<file path="src/rtl/bridge_pkg.sv">
package bridge_pkg;
  typedef enum logic [1:0] {
    SEL_CMD   = 2'd0,
    SEL_RST   = 2'd1,
    SEL_STAT  = 2'd2,
    SEL_DATA  = 2'd3
  } reg_sel_e;

  localparam int WORD_W     = 64;
  localparam int XFER_W     = 32;
  localparam int LEN_W      = 4;
  localparam int CMD_RD_BIT = 48;
  localparam int CMD_LEN_LO = 56;
  localparam int DONE_BIT   = 11;
  localparam int RFIELD_LO  = 26;
  localparam int MAX_BYTES  = 8;
endpackage

</file>
<file path="src/rtl/bridge_regs.sv">
module bridge_regs
  import bridge_pkg::*;
#(
  parameter int ADDR_W = 16
) (
  input  logic                clk,
  input  logic                rst_n,
  input  logic                acc_valid,
  input  logic                acc_write,
  input  logic [ADDR_W-1:0]   acc_addr,
  input  logic [WORD_W-1:0]   acc_wdata,
  input  logic [WORD_W-1:0]   status_word,
  output logic [WORD_W-1:0]   acc_rdata,
  output logic [XFER_W-1:0]   data_word,
  output logic                cmd_fire,
  output logic                stat_rd
);
  reg_sel_e          sel;
  logic              data_en;
  logic [XFER_W-1:0] data_d, data_q;

  assign sel      = reg_sel_e'(acc_addr[4:3]);
  assign cmd_fire = acc_valid &&  acc_write && (sel == SEL_CMD);
  assign stat_rd  = acc_valid && !acc_write && (sel == SEL_STAT);
  assign data_en  = acc_valid &&  acc_write && (sel == SEL_DATA);
  assign data_d   = acc_wdata[WORD_W-1 -: XFER_W];

  always_ff @(posedge clk or negedge rst_n) begin
    if (!rst_n)       data_q <= '0;
    else if (data_en) data_q <= data_d;
  end

  always_comb begin
    acc_rdata = '0;
    if (acc_valid && !acc_write) begin
      case (sel)
        SEL_STAT: acc_rdata = status_word;
        SEL_DATA: acc_rdata = {data_q, {(WORD_W-XFER_W){1'b0}}};
        default:  acc_rdata = '0;
      endcase
    end
  end

  assign data_word = data_q;
endmodule

</file>
<file path="src/rtl/bridge_engine.sv">
module bridge_engine
  import bridge_pkg::*;
#(
  parameter int LANES = 8
) (
  input  logic                 clk,
  input  logic                 rst_n,
  input  logic                 cmd_fire,
  input  logic [WORD_W-1:0]    cmd_word,
  input  logic                 stat_rd,
  input  logic [XFER_W-1:0]    data_word,
  input  logic                 bus_ack,
  input  logic                 bus_err,
  input  logic [8*LANES-1:0]   bus_rdata,
  output logic                 bus_req,
  output logic                 bus_we,
  output logic [XFER_W-1:0]    bus_addr,
  output logic [LEN_W-1:0]     bus_len,
  output logic [8*LANES-1:0]   bus_wdata,
  output logic [WORD_W-1:0]    status_word
);
  localparam int BUS_W    = 8 * LANES;
  localparam int SRC_B    = XFER_W / 8;

  logic              busy_d, busy_q;
  logic              we_d, we_q;
  logic [XFER_W-1:0] addr_d, addr_q;
  logic [LEN_W-1:0]  len_d, len_q;
  logic [BUS_W-1:0]  wd_lanes, wd_d, wd_q;
  logic              done_d, done_q;
  logic [XFER_W-1:0] fld_d, fld_q;
  logic              accept, finish, load_en, stat_en;
  logic [LEN_W-1:0]  cmd_len;

  assign cmd_len = cmd_word[CMD_LEN_LO +: LEN_W];
  assign accept  = cmd_fire && !busy_q && (int'(cmd_len) <= MAX_BYTES);
  assign finish  = busy_q && bus_ack;
  assign load_en = accept;
  assign stat_en = finish || stat_rd;

  for (genvar i = 0; i < LANES; i++) begin : g_lane
    if (i < SRC_B) begin : g_src
      assign wd_lanes[BUS_W-1-8*i -: 8] = data_word[XFER_W-1-8*i -: 8];
    end else begin : g_pad
      assign wd_lanes[BUS_W-1-8*i -: 8] = 8'h00;
    end
  end

  always_comb begin
    busy_d = busy_q;
    if (accept)      busy_d = 1'b1;
    else if (finish) busy_d = 1'b0;
    we_d   = !cmd_word[CMD_RD_BIT];
    addr_d = cmd_word[XFER_W-1:0];
    len_d  = cmd_len;
    wd_d   = wd_lanes;
  end

  always_comb begin
    done_d = 1'b0;
    fld_d  = '0;
    if (finish) begin
      done_d = 1'b1;
      if (we_q)         fld_d = '0;
      else if (bus_err) fld_d = '1;
      else              fld_d = bus_rdata[BUS_W-1 -: XFER_W];
    end
  end

  always_ff @(posedge clk or negedge rst_n) begin
    if (!rst_n) busy_q <= 1'b0;
    else        busy_q <= busy_d;
  end

  always_ff @(posedge clk or negedge rst_n) begin
    if (!rst_n) begin
      we_q   <= 1'b0;
      addr_q <= '0;
      len_q  <= '0;
      wd_q   <= '0;
    end else if (load_en) begin
      we_q   <= we_d;
      addr_q <= addr_d;
      len_q  <= len_d;
      wd_q   <= wd_d;
    end
  end

  always_ff @(posedge clk or negedge rst_n) begin
    if (!rst_n) begin
      done_q <= 1'b0;
      fld_q  <= '0;
    end else if (stat_en) begin
      done_q <= done_d;
      fld_q  <= fld_d;
    end
  end

  always_comb begin
    status_word = '0;
    status_word[DONE_BIT] = done_q;
    status_word[RFIELD_LO +: XFER_W] = fld_q;
  end

  assign bus_req   = busy_q;
  assign bus_we    = we_q;
  assign bus_addr  = addr_q;
  assign bus_len   = len_q;
  assign bus_wdata = wd_q;
endmodule

</file>
<file path="src/rtl/ind_cmd_bridge.sv">
module ind_cmd_bridge
  import bridge_pkg::*;
#(
  parameter int ADDR_W = 16,
  parameter int LANES  = 8
) (
  input  logic                clk,
  input  logic                rst_n,
  input  logic                reg_valid,
  input  logic                reg_write,
  input  logic [ADDR_W-1:0]   reg_addr,
  input  logic [63:0]         reg_wdata,
  output logic [63:0]         reg_rdata,
  output logic                bus_req,
  output logic                bus_we,
  output logic [31:0]         bus_addr,
  output logic [3:0]          bus_len,
  output logic [8*LANES-1:0]  bus_wdata,
  input  logic                bus_ack,
  input  logic                bus_err,
  input  logic [8*LANES-1:0]  bus_rdata
);
  logic [WORD_W-1:0] status_word;
  logic [XFER_W-1:0] data_word;
  logic              cmd_fire;
  logic              stat_rd;

  bridge_regs #(.ADDR_W(ADDR_W)) u_regs (
    .clk         (clk),
    .rst_n       (rst_n),
    .acc_valid   (reg_valid),
    .acc_write   (reg_write),
    .acc_addr    (reg_addr),
    .acc_wdata   (reg_wdata),
    .status_word (status_word),
    .acc_rdata   (reg_rdata),
    .data_word   (data_word),
    .cmd_fire    (cmd_fire),
    .stat_rd     (stat_rd)
  );

  bridge_engine #(.LANES(LANES)) u_engine (
    .clk         (clk),
    .rst_n       (rst_n),
    .cmd_fire    (cmd_fire),
    .cmd_word    (reg_wdata),
    .stat_rd     (stat_rd),
    .data_word   (data_word),
    .bus_ack     (bus_ack),
    .bus_err     (bus_err),
    .bus_rdata   (bus_rdata),
    .bus_req     (bus_req),
    .bus_we      (bus_we),
    .bus_addr    (bus_addr),
    .bus_len     (bus_len),
    .bus_wdata   (bus_wdata),
    .status_word (status_word)
  );
endmodule

</file>
<file path="config.mk">
export PLATFORM = sky130hd
export DESIGN_NAME = ind_cmd_bridge
export DESIGN_NICKNAME = d
export VERILOG_FILES = /design/src/rtl/bridge_pkg.sv /design/src/rtl/bridge_regs.sv /design/src/rtl/bridge_engine.sv /design/src/rtl/ind_cmd_bridge.sv
export SDC_FILE = /design/constraint.sdc
export NUM_CORES = 1
export LEC_CHECK = 0
export ABC_AREA = 1
export BUFFER_PORTS_ARGS = -buffer_cell sky130_fd_sc_hd__buf_2
export CAP_MARGIN = 10
export CORE_UTILIZATION = 41
export DETAILED_ROUTE_END_ITERATION = 12
export PLACE_DENSITY = 0.77
export SYNTH_ARGS = -nofsm -noshare
export SYNTH_HDL_FRONTEND = slang
export SYNTH_SLANG_ARGS = --single-unit
</file>
<file path="constraint.sdc">
create_clock -name clk -period 1 [get_ports clk]
set_input_delay 0.1 -clock clk [delete_from_list [all_inputs] [get_ports clk]]
set_output_delay 0.1 -clock clk [all_outputs]
set_load 0.01 [all_outputs]
</file>
== Yosys cells after proc, flatten, opt, wreduce, memory -nomap -nowiden ==
Index checks and enable logic that the tools add are counted.

* Equal/unequal tests: 2
* $lt $le $gt $ge: 1
* Multiplexer cells: 8
* Reductions and logical operators: 14

{| class="wikitable"
|+ Operator list
! operator !! count
|-
| 64-bit one-hot mux with 2 select lines || 1
|-
| 32-bit two-way mux || 3
|-
| 64-bit two-way mux || 1
|-
| 1-bit logical AND || 8
|-
| 2-bit equality test (second input constant) || 2
|-
| 4-bit less-or-equal comparator (second input constant) || 1
|-
| 1-bit logical NOT || 3
|-
| 1-bit two-way mux || 3
|-
| 2-bit logical NOT || 1
|-
| 2-bit nonzero test || 1
|-
| 1-bit logical OR || 1
|}

* Word-level logic and storage cells: 33
* Input port bits: 150
* Bits in registers: 135

== Logic depth before layout (Yosys ltp) ==
Gate-level depths: netlist of the first run.

* Word-level depth: 5
* Mapped depth: 7
* Mapped depth without buffers: 6

== Cells and area by module ==
From an unflattened synthesis of the first run, not the netlist that was laid out.

* Cell total of the unflattened synthesis: 853
* Area, all modules: 6980.4 µm²

{| class="wikitable"
|+ By module, submodules not included
! module !! instances !! area an instance (µm²) !! cells each !! sequential area each (µm²)
|-
| bridge_engine || 1 || 4873.4 || 527 || 2577.5
|-
| bridge_regs || 1 || 2107.0 || 326 || 800.8
|}

== Worst setup path after synthesis of the first run ==
No wires, ideal clock.

* Kind: register to register
* Start: reg u_engine.busy_q, in the netlist u_engine.bus_req
* End: reg u_engine.we_q, in the netlist u_engine.bus_we
* Stages on the path, launching flop included: 8
* Setup slack: -0.164 ns
* Data required time: 0.883 ns
* Data arrival time: 1.047 ns
* Buffers on the path: 1
* Setup time: 0.117 ns
* Cell sequence: dfrtp_1 -> inv_1 -> nand2_1 -> nor2_4 -> nand2_2 -> buf_2 -> nand2_1 -> nand2_1

* Longest elaborated chain between the ends: 3

{| class="wikitable"
|+ Ends and longest elaborated chain
! what !! RTL line !! RTL
|-
| start: declaration || bridge_engine.sv:25 || <nowiki>logic busy_d, busy_q;</nowiki>
|-
| start signal: assignment || bridge_engine.sv:72 || <nowiki>else busy_q <= busy_d;</nowiki>
|-
| 1-bit logical NOT || bridge_engine.sv:36 || <nowiki>assign accept = cmd_fire && !busy_q && (int'(cmd_len) <= MAX_BYTES);</nowiki>
|-
| 1-bit logical AND (2 in a row) || bridge_engine.sv:36 ||
|-
| end signal: assignment || bridge_engine.sv:82 || <nowiki>we_q <= we_d;</nowiki>
|-
| end: declaration || bridge_engine.sv:26 || <nowiki>logic we_d, we_q;</nowiki>
|}

Every way passes these cells.
A chain may end at the register's enable or synchronous reset.

== Final worst setup path of the first run ==
* Start: reg u_engine.busy_q, in the netlist u_engine.bus_req
* End: reg u_engine.addr_q[25], in the netlist u_engine.bus_addr[25]

* Longest elaborated chain between the ends: 3

{| class="wikitable"
|+ Ends and longest elaborated chain
! what !! RTL line !! RTL
|-
| 1-bit logical NOT || bridge_engine.sv:36 ||
|-
| 1-bit logical AND (2 in a row) || bridge_engine.sv:36 ||
|-
| end signal: assignment || bridge_engine.sv:83 || <nowiki>addr_q <= addr_d;</nowiki>
|-
| end: declaration || bridge_engine.sv:27 || <nowiki>logic [XFER_W-1:0] addr_d, addr_q;</nowiki>
|}

Every way passes these cells.

==> results of run 1 <==
worst min-delay path, stage by stage:
cell and delay, ns:
buf_2 0.10, buf_4 0.10, nand2_1 0.04, o21ai_1 0.06
kinds of logic after synthesis:
family          Yosys count  share of synthesized area
compound gates          124                     0.1077
buf+inv                 170                     0.1500
flops                   135                     0.5572
other cells               1                  0.0006185
simple gates            269                     0.1845
layout make-up:
cell class / count / share of cell area
sequential: 135 / 0.3372
inverter: 71 / 0.02684
clock inverter: 12 / 0.01761
multi-input combinational: 452 / 0.2299
antenna: 1 / 0.0002497
tap: 184 / 0.02297
timing repair buffer: 395 / 0.3206
clock buffer: 20 / 0.04457
final timing paths:
| kind | end | startpoint | depth (start not counted) |
|---|---|---|---|
| worst max-delay path | u_engine.bus_addr[25] | u_engine.bus_req | 9 |
| worst min-delay path | u_regs.data_word[25] | reg_wdata[57] | 4 |
| worst max register to register | u_engine.bus_addr[25] | u_engine.bus_req | 9 |
| worst min register to register | u_engine.bus_addr[23] | u_engine.bus_addr[23] | 2 |
| max in group asynchronous | u_engine.bus_wdata[43] | rst_n | 3 |
| min in group asynchronous | u_engine.bus_addr[11] | rst_n | 2 |
power by group:
group          switching [mW]  leakage (nW)  internal (mW)
registers               0.744          1.70           6.77
clock network            2.34         0.300           4.24
logic                    2.57          3.25           2.59
total                    5.66          5.26           13.6
layer usage:
| layer | up-vias | part of all wire | global-route usage |
|---|---|---|---|
| met1 | 2839 | 0.40 | 0.2695 |
| met5 | - | 0 | 0 |
| met2 | 258 | 0.52 | 0.3955 |
| met4 | 0 | 0.022 | 0.08208 |
| met3 | 34 | 0.058 | 0.04853 |
| li1 | 2868 | - | - |
timing repair:
| action | in CTS | in global routing |
|---|---|---|
| setup endpoints to repair | 212 | 212 |
| hold endpoints to repair | 232 | 0 |
| hold buffers | 96 | 0 |
| gates resized for setup | 41 | 150 |
| pin swaps | 30 | 18 |
| gates cloned | 1 | 10 |
| buffers inserted | 2 | 46 |
layout by cell type, fill, tap and decap left out, drive strengths merged:
cell	synthesis	final
clkinv	0	6
o22ai	26	26
inv	71	71
clkinvlp	0	2
nand2	180	181
buf	90	293
conb	1	57
nor2	20	21
dlygate4sd3	0	96
nand3	69	69
dfrtp	135	135
bufinv	0	4
diode	0	1
o21ai	98	98
clkbuf	9	26
state kept, by name (all words and copies together) (netlist names):
| signal | cells |
|---|---|
| u_engine.bus_we | 1 |
| u_engine.bus_req | 1 |
| u_engine.bus_addr | 32 |
| u_engine.bus_len | 4 |
| u_engine.fld_q | 32 |
| u_engine.bus_wdata | 32 |
| u_engine.done_q | 1 |
| u_regs.data_word | 32 |
through the flow:
stage,area (um2),setup TNS (ns),util
after global placement,7296,-42.60,0.5039
after floorplan,6286,-13.43,-
after detailed placement,7296,-45.88,0.5039
final,10020,-44.44,0.6921
after global routing,10020,-57.15,0.6921
after CTS,9022,-44.22,0.6231
==> impl_metrics.toml, run 1 <==
[floorplanning]
die_width_um = 123.6
core_area_um2 = 14480
die_height_um = 123.6
die_area_um2 = 15280
ios = 316
row_count = 44
start_util = 0.4188

[synth]
postSynth.topFlopCell = "dfrtp_1"
netlist_instances = 699
synth-seq-area-share = 0.5572
flip_flop_and_latch_count_after_synthesis = 135
async_reset_ff_frac = 1.000
syn_area_per_cell_um2 = 8.674
most_numerous_cell_in_the_yosys_netlist = "nand2_1"
synth_top_area_frac = 0.5572
yosysTopAreaCell = "dfrtp_1"
syn-cell-area_um2 = 6063
netlist-cell-type-count = 16
number_of_enable_flip_flop_cells_after_synthesis = 0
synth.top_cells.by_area = "dfrtp_1, nand2_1, buf_4, o21ai_0, nand3_1"
synth_warnings = 0
post_synth_most_frequent_cells = "nand2_1, dfrtp_1, o21ai_0"

[critical_path]
path_max_fanout = 6
slowest_delay_ns = 0.40
top_cell_family_by_delay_on_the_critical_path = "buffers and inverters"
critical_path.slowest_cell = "dfrtp_1"
end_kind = "flop"
cells_along_the_critical_path = "buf_6 > inv_4 > nand2_4 > nor2_4 > buf_12 > nand2_8 > clkbuf_16 > nand2_2 > nand2_1"
criticalPathCategory = "reg -> reg"
r2r_setup_slk_ns = -0.44
crit_required_ns = 1.30
cp.arrival_ns = 1.73
crit_buf_inv = 4
timing.critical_path.from_type = "flop"

[timing]
fin_worst_hold_slack_ns = 0.03785
rsz0062_at_grt = "yes"
fin_crit_sh = 1.437
final.setup.worst_slack_ns = -0.4368
setup_violation_total_in_the_final_timing_report = 212
timing.final.max_slew_violations = 0
final_period_minus_worst_setup_slack_ns = 1.437
maximum_clock_frequency_mhz = 696.0
maximum_clock_skew_at_final_layout_ns = 0.01025
final-hold-violation-count = 0

[detailed_routing]
avgRoutedWirePerCell_um = 15.77
viasPerCell = 4.724
ant_nets = 0
dr.first_iter.drc_count = 373
drt_pass1_iterations = 5
dr_total_vias = 5999
totalWireLength_mm = 20.02
drc = 0

[power]
p_per_area_nw_per_um2 = 1921
total_leakage_power_nw = 5.257
total_power_mw = 19.25
peakVddDrop_v = 0.001034

[status]
run_status = "finished with violations"
failed_checks = "setup timing"

[clock_network]
cts-root-buf = "clkbuf_16"
ctsLongestPathBuffers = 2
clock_sink_count = 135
cts_made_buffers = 17
source_to_sink_clock_delay_at_the_later_pin_of_the_worst_skew_pair_ns = 0.41
ctsHtreeMaxLevel = 4
worst_setup_hold_path_clk_slew_ns = 0.06
clock_tree_from_tritoncts = "yes"

[job]
count_of_max_cap_constraint_violations = 0

[min_path]
worst_hold_path_type = "in -> reg"

[finish]
final_layout_size_suffix_gt1_frac = 0.3963
layout.filler_cells = 1025
nets_final = 1222
layout.cells.non_filler = 1270
area_used_by_multi_input_combinational_logic_um2 = 2303
synthesis_to_layout_area_growth_pct = 65.27
final-seq-area_um2 = 3379

[grt]
initial_antenna_violation_count = 1
overall_overflow_remaining_after_global_route = 0
grt_first_pass_wirelength_mm = 26.18
grt_usage = 0.2250
first_global_vias = 5360
grt_start_max_net_pins = 50

[placed_design]
place_hpwl_mm = 10.74
port-buffer-count = 212
routabilityCongestion = 0.7829
detailedPlace.worstSlack_ns = -0.5819
dp.cells = 1082
Power figures use the tool's default switching activity.
==> run 2: changes to the inputs <==
Settings changed: CORE_UTILIZATION 41 to 43, SYNTH_HIERARCHICAL from default to 1.
==> impl_metrics.toml, run 2 <==
[synth]
synth.top_cells.by_area = "dfrtp_1, nand3_1, nand2_1, buf_4, o21ai_2"
postSynth.topFlopCell = "dfrtp_1"
most_numerous_cell_in_the_yosys_netlist = "nand3_1"
synth_warnings = 6
async_reset_ff_frac = 1.000
netlist-cell-type-count = 23
syn_area_per_cell_um2 = 8.183
post_synth_most_frequent_cells = "nand3_1, nand2_1, dfrtp_1"
synth_top_area_frac = 0.4840
synth-seq-area-share = 0.4840
syn-cell-area_um2 = 6980
flip_flop_and_latch_count_after_synthesis = 135
yosysTopAreaCell = "dfrtp_1"
number_of_enable_flip_flop_cells_after_synthesis = 0
netlist_instances = 853

[timing]
final-hold-violation-count = 0
fin_worst_hold_slack_ns = 0.02387
fin_crit_sh = 1.369
rsz0062_at_grt = "yes"
maximum_clock_skew_at_final_layout_ns = 0.01417
final.setup.tns_ns = -43.81
timing.final.max_slew_violations = 0
maximum_clock_frequency_mhz = 730.5
final.setup.worst_slack_ns = -0.3689
timing_worst_slew_pin_value_ns = 0.6001
setup_violation_total_in_the_final_timing_report = 212
final_period_minus_worst_setup_slack_ns = 1.369
slew_headroom = 0.5999

[clock_network]
source_to_sink_clock_delay_at_the_later_pin_of_the_worst_skew_pair_ns = 0.43
clock_tree_from_tritoncts = "yes"
ctsLongestPathBuffers = 2
worst_setup_hold_path_clk_slew_ns = 0.06
ctsHtreeMaxLevel = 4
cts_made_buffers = 17
clock_sink_count = 135
cts-root-buf = "clkbuf_16"

[grt]
met3_usage = 0.06317
overall_overflow_remaining_after_global_route = 0
initial_antenna_violation_count = 0
grt_use_met2 = 0.4968
grt_first_pass_wirelength_mm = 36.34
grt_util_met1 = 0.3378
first_global_vias = 7321
grt_usage = 0.2843
grt_start_max_net_pins = 53
top_usage_layer = "met2"

[critical_path]
critical_path.slowest_cell = "dfrtp_2"
timing.critical_path.from_type = "flop"
end_kind = "flop"
timing.rr.start = "u_engine/bus_req"
top_cell_family_by_delay_on_the_critical_path = "simple AND/OR/NAND/NOR gates"
cp.arrival_ns = 1.67
crit_required_ns = 1.30
crit_buf_inv = 2
criticalPathCategory = "reg -> reg"
critical_path.startpoint = "u_engine/bus_req"
cells_along_the_critical_path = "buf_6 > nor2_4 > nand3_4 > buf_12 > nand3_1 > nand2_1"
path_max_fanout = 38
slowest_delay_ns = 0.43

[floorplanning]
die_area_um2 = 16750
ios = 316
die_width_um = 129.4
start_util = 0.4394
core_area_um2 = 15890
row_count = 46
die_height_um = 129.4

[finish]
final-seq-area_um2 = 3379
nets_final = 1453
layout.cells.most_common = "buf_2"
area_used_by_multi_input_combinational_logic_um2 = 3367
synthesis_to_layout_area_growth_pct = 70.53
final_layout_size_suffix_gt1_frac = 0.4449
most-common-layout-cells = "buf_2, nand3_1, buf_4"
layout.filler_cells = 1041

[power]
total_leakage_power_nw = 6.139
p_per_area_nw_per_um2 = 1764
total_power_mw = 21.00
peakVddDrop_v = 0.001350

[detailed_routing]
viasPerCell = 5.156
avgRoutedWirePerCell_um = 16.96
drt_pass1_iterations = 5
totalWireLength_mm = 25.98
dr.first_iter.drc_count = 661
drc = 0
ant_nets = 0
dr_total_vias = 7899

[placed_design]
port-buffer-count = 212
routabilityCongestion = 0.9024
detailedPlace.worstSlack_ns = -0.3151
place_hpwl_mm = 13.99

[status]
failed_checks = "setup timing"
run_status = "finished with violations"

[min_path]
worst_hold_startpoint = "reg_wdata[58]"
worst_hold_path_type = "in -> reg"

[job]
count_of_max_cap_constraint_violations = 0
## run 2: cell types whose count changed after synthesis, sizes merged, moves of 12 or more
cell    delta
nand2     -39
o21ai     -34
clkbuf    +12
a21oi     +32
nor2      +47
o22ai     -26
buf       +22
nand3    +164
inv       -29
## run 2: routing by layer
layer | part of all wire | wire [um]
met5 | 0 | 0
met3 | 0.084 | 2192
met4 | 0.037 | 952
met1 | 0.37 | 9528
met2 | 0.51 | 13310
## run 2: worst paths after layout
kind	endpoint	slack (ns)	cells past startpoint
worst max register to register	u_engine/bus_addr[5]	-0.37	6
max in group asynchronous	u_engine/bus_addr[28]	0.46	3
min in group asynchronous	u_engine/bus_wdata[61]	0.04	2
worst max-delay path	u_engine/bus_addr[5]	-0.37	6
worst min register to register	u_engine/done_q	0.50	2
worst min-delay path	u_regs/data_word[26]	0.02	4
## run 2: tightest hold or removal path, cell delays in order
cell,delay [ns]
buf_2,0.09
buf_4,0.10
nand2_1,0.06
nand2_1,0.06
## run 2: stage by stage
stage / cell area [um2] / instances / util
CTS: 11150 / 1481 / 0.7020
floorplan: 7543 / 915 / -
global route: 11900 / 1531 / 0.7492
finish: 11900 / 1532 / 0.7494
global placement: 8531 / 1261 / 0.5370
detailed placement: 8531 / 1261 / 0.5370
## run 2: power by group
part	switching [mW]	internal, mW
Sequential	0.865	6.68
Combinational	2.92	3.64
Clock	2.43	4.46
## run 2: repair_timing
item	in CTS	in global routing
gates cloned	2	4
endpoints found under the hold margin	230	0
pin swaps	56	35
buffers inserted	92	48
endpoints found under the setup margin	212	213
hold buffers	95	0
gates resized for setup	66	66
## run 2: cell type report
type                            count  share of cell area
Timing Repair Buffer              502              0.3431
Sequential cell                   135              0.2839
Multi-Input combinational cell    605              0.2828
Clock buffer                       18             0.03689
Tap cell                          216             0.02270
Clock inverter                     13             0.01713
Inverter                           42             0.01324
Antenna cell                        1           0.0002102
## run 2: kinds of logic after synthesis
| logic type | count (synthesis) | synth area share |
|---|---|---|
| other cells | 1 | 0.0005372 |
| flops | 135 | 0.4840 |
| buf+inv | 175 | 0.1429 |
| compound gates | 98 | 0.08711 |
| simple gates | 444 | 0.2855 |
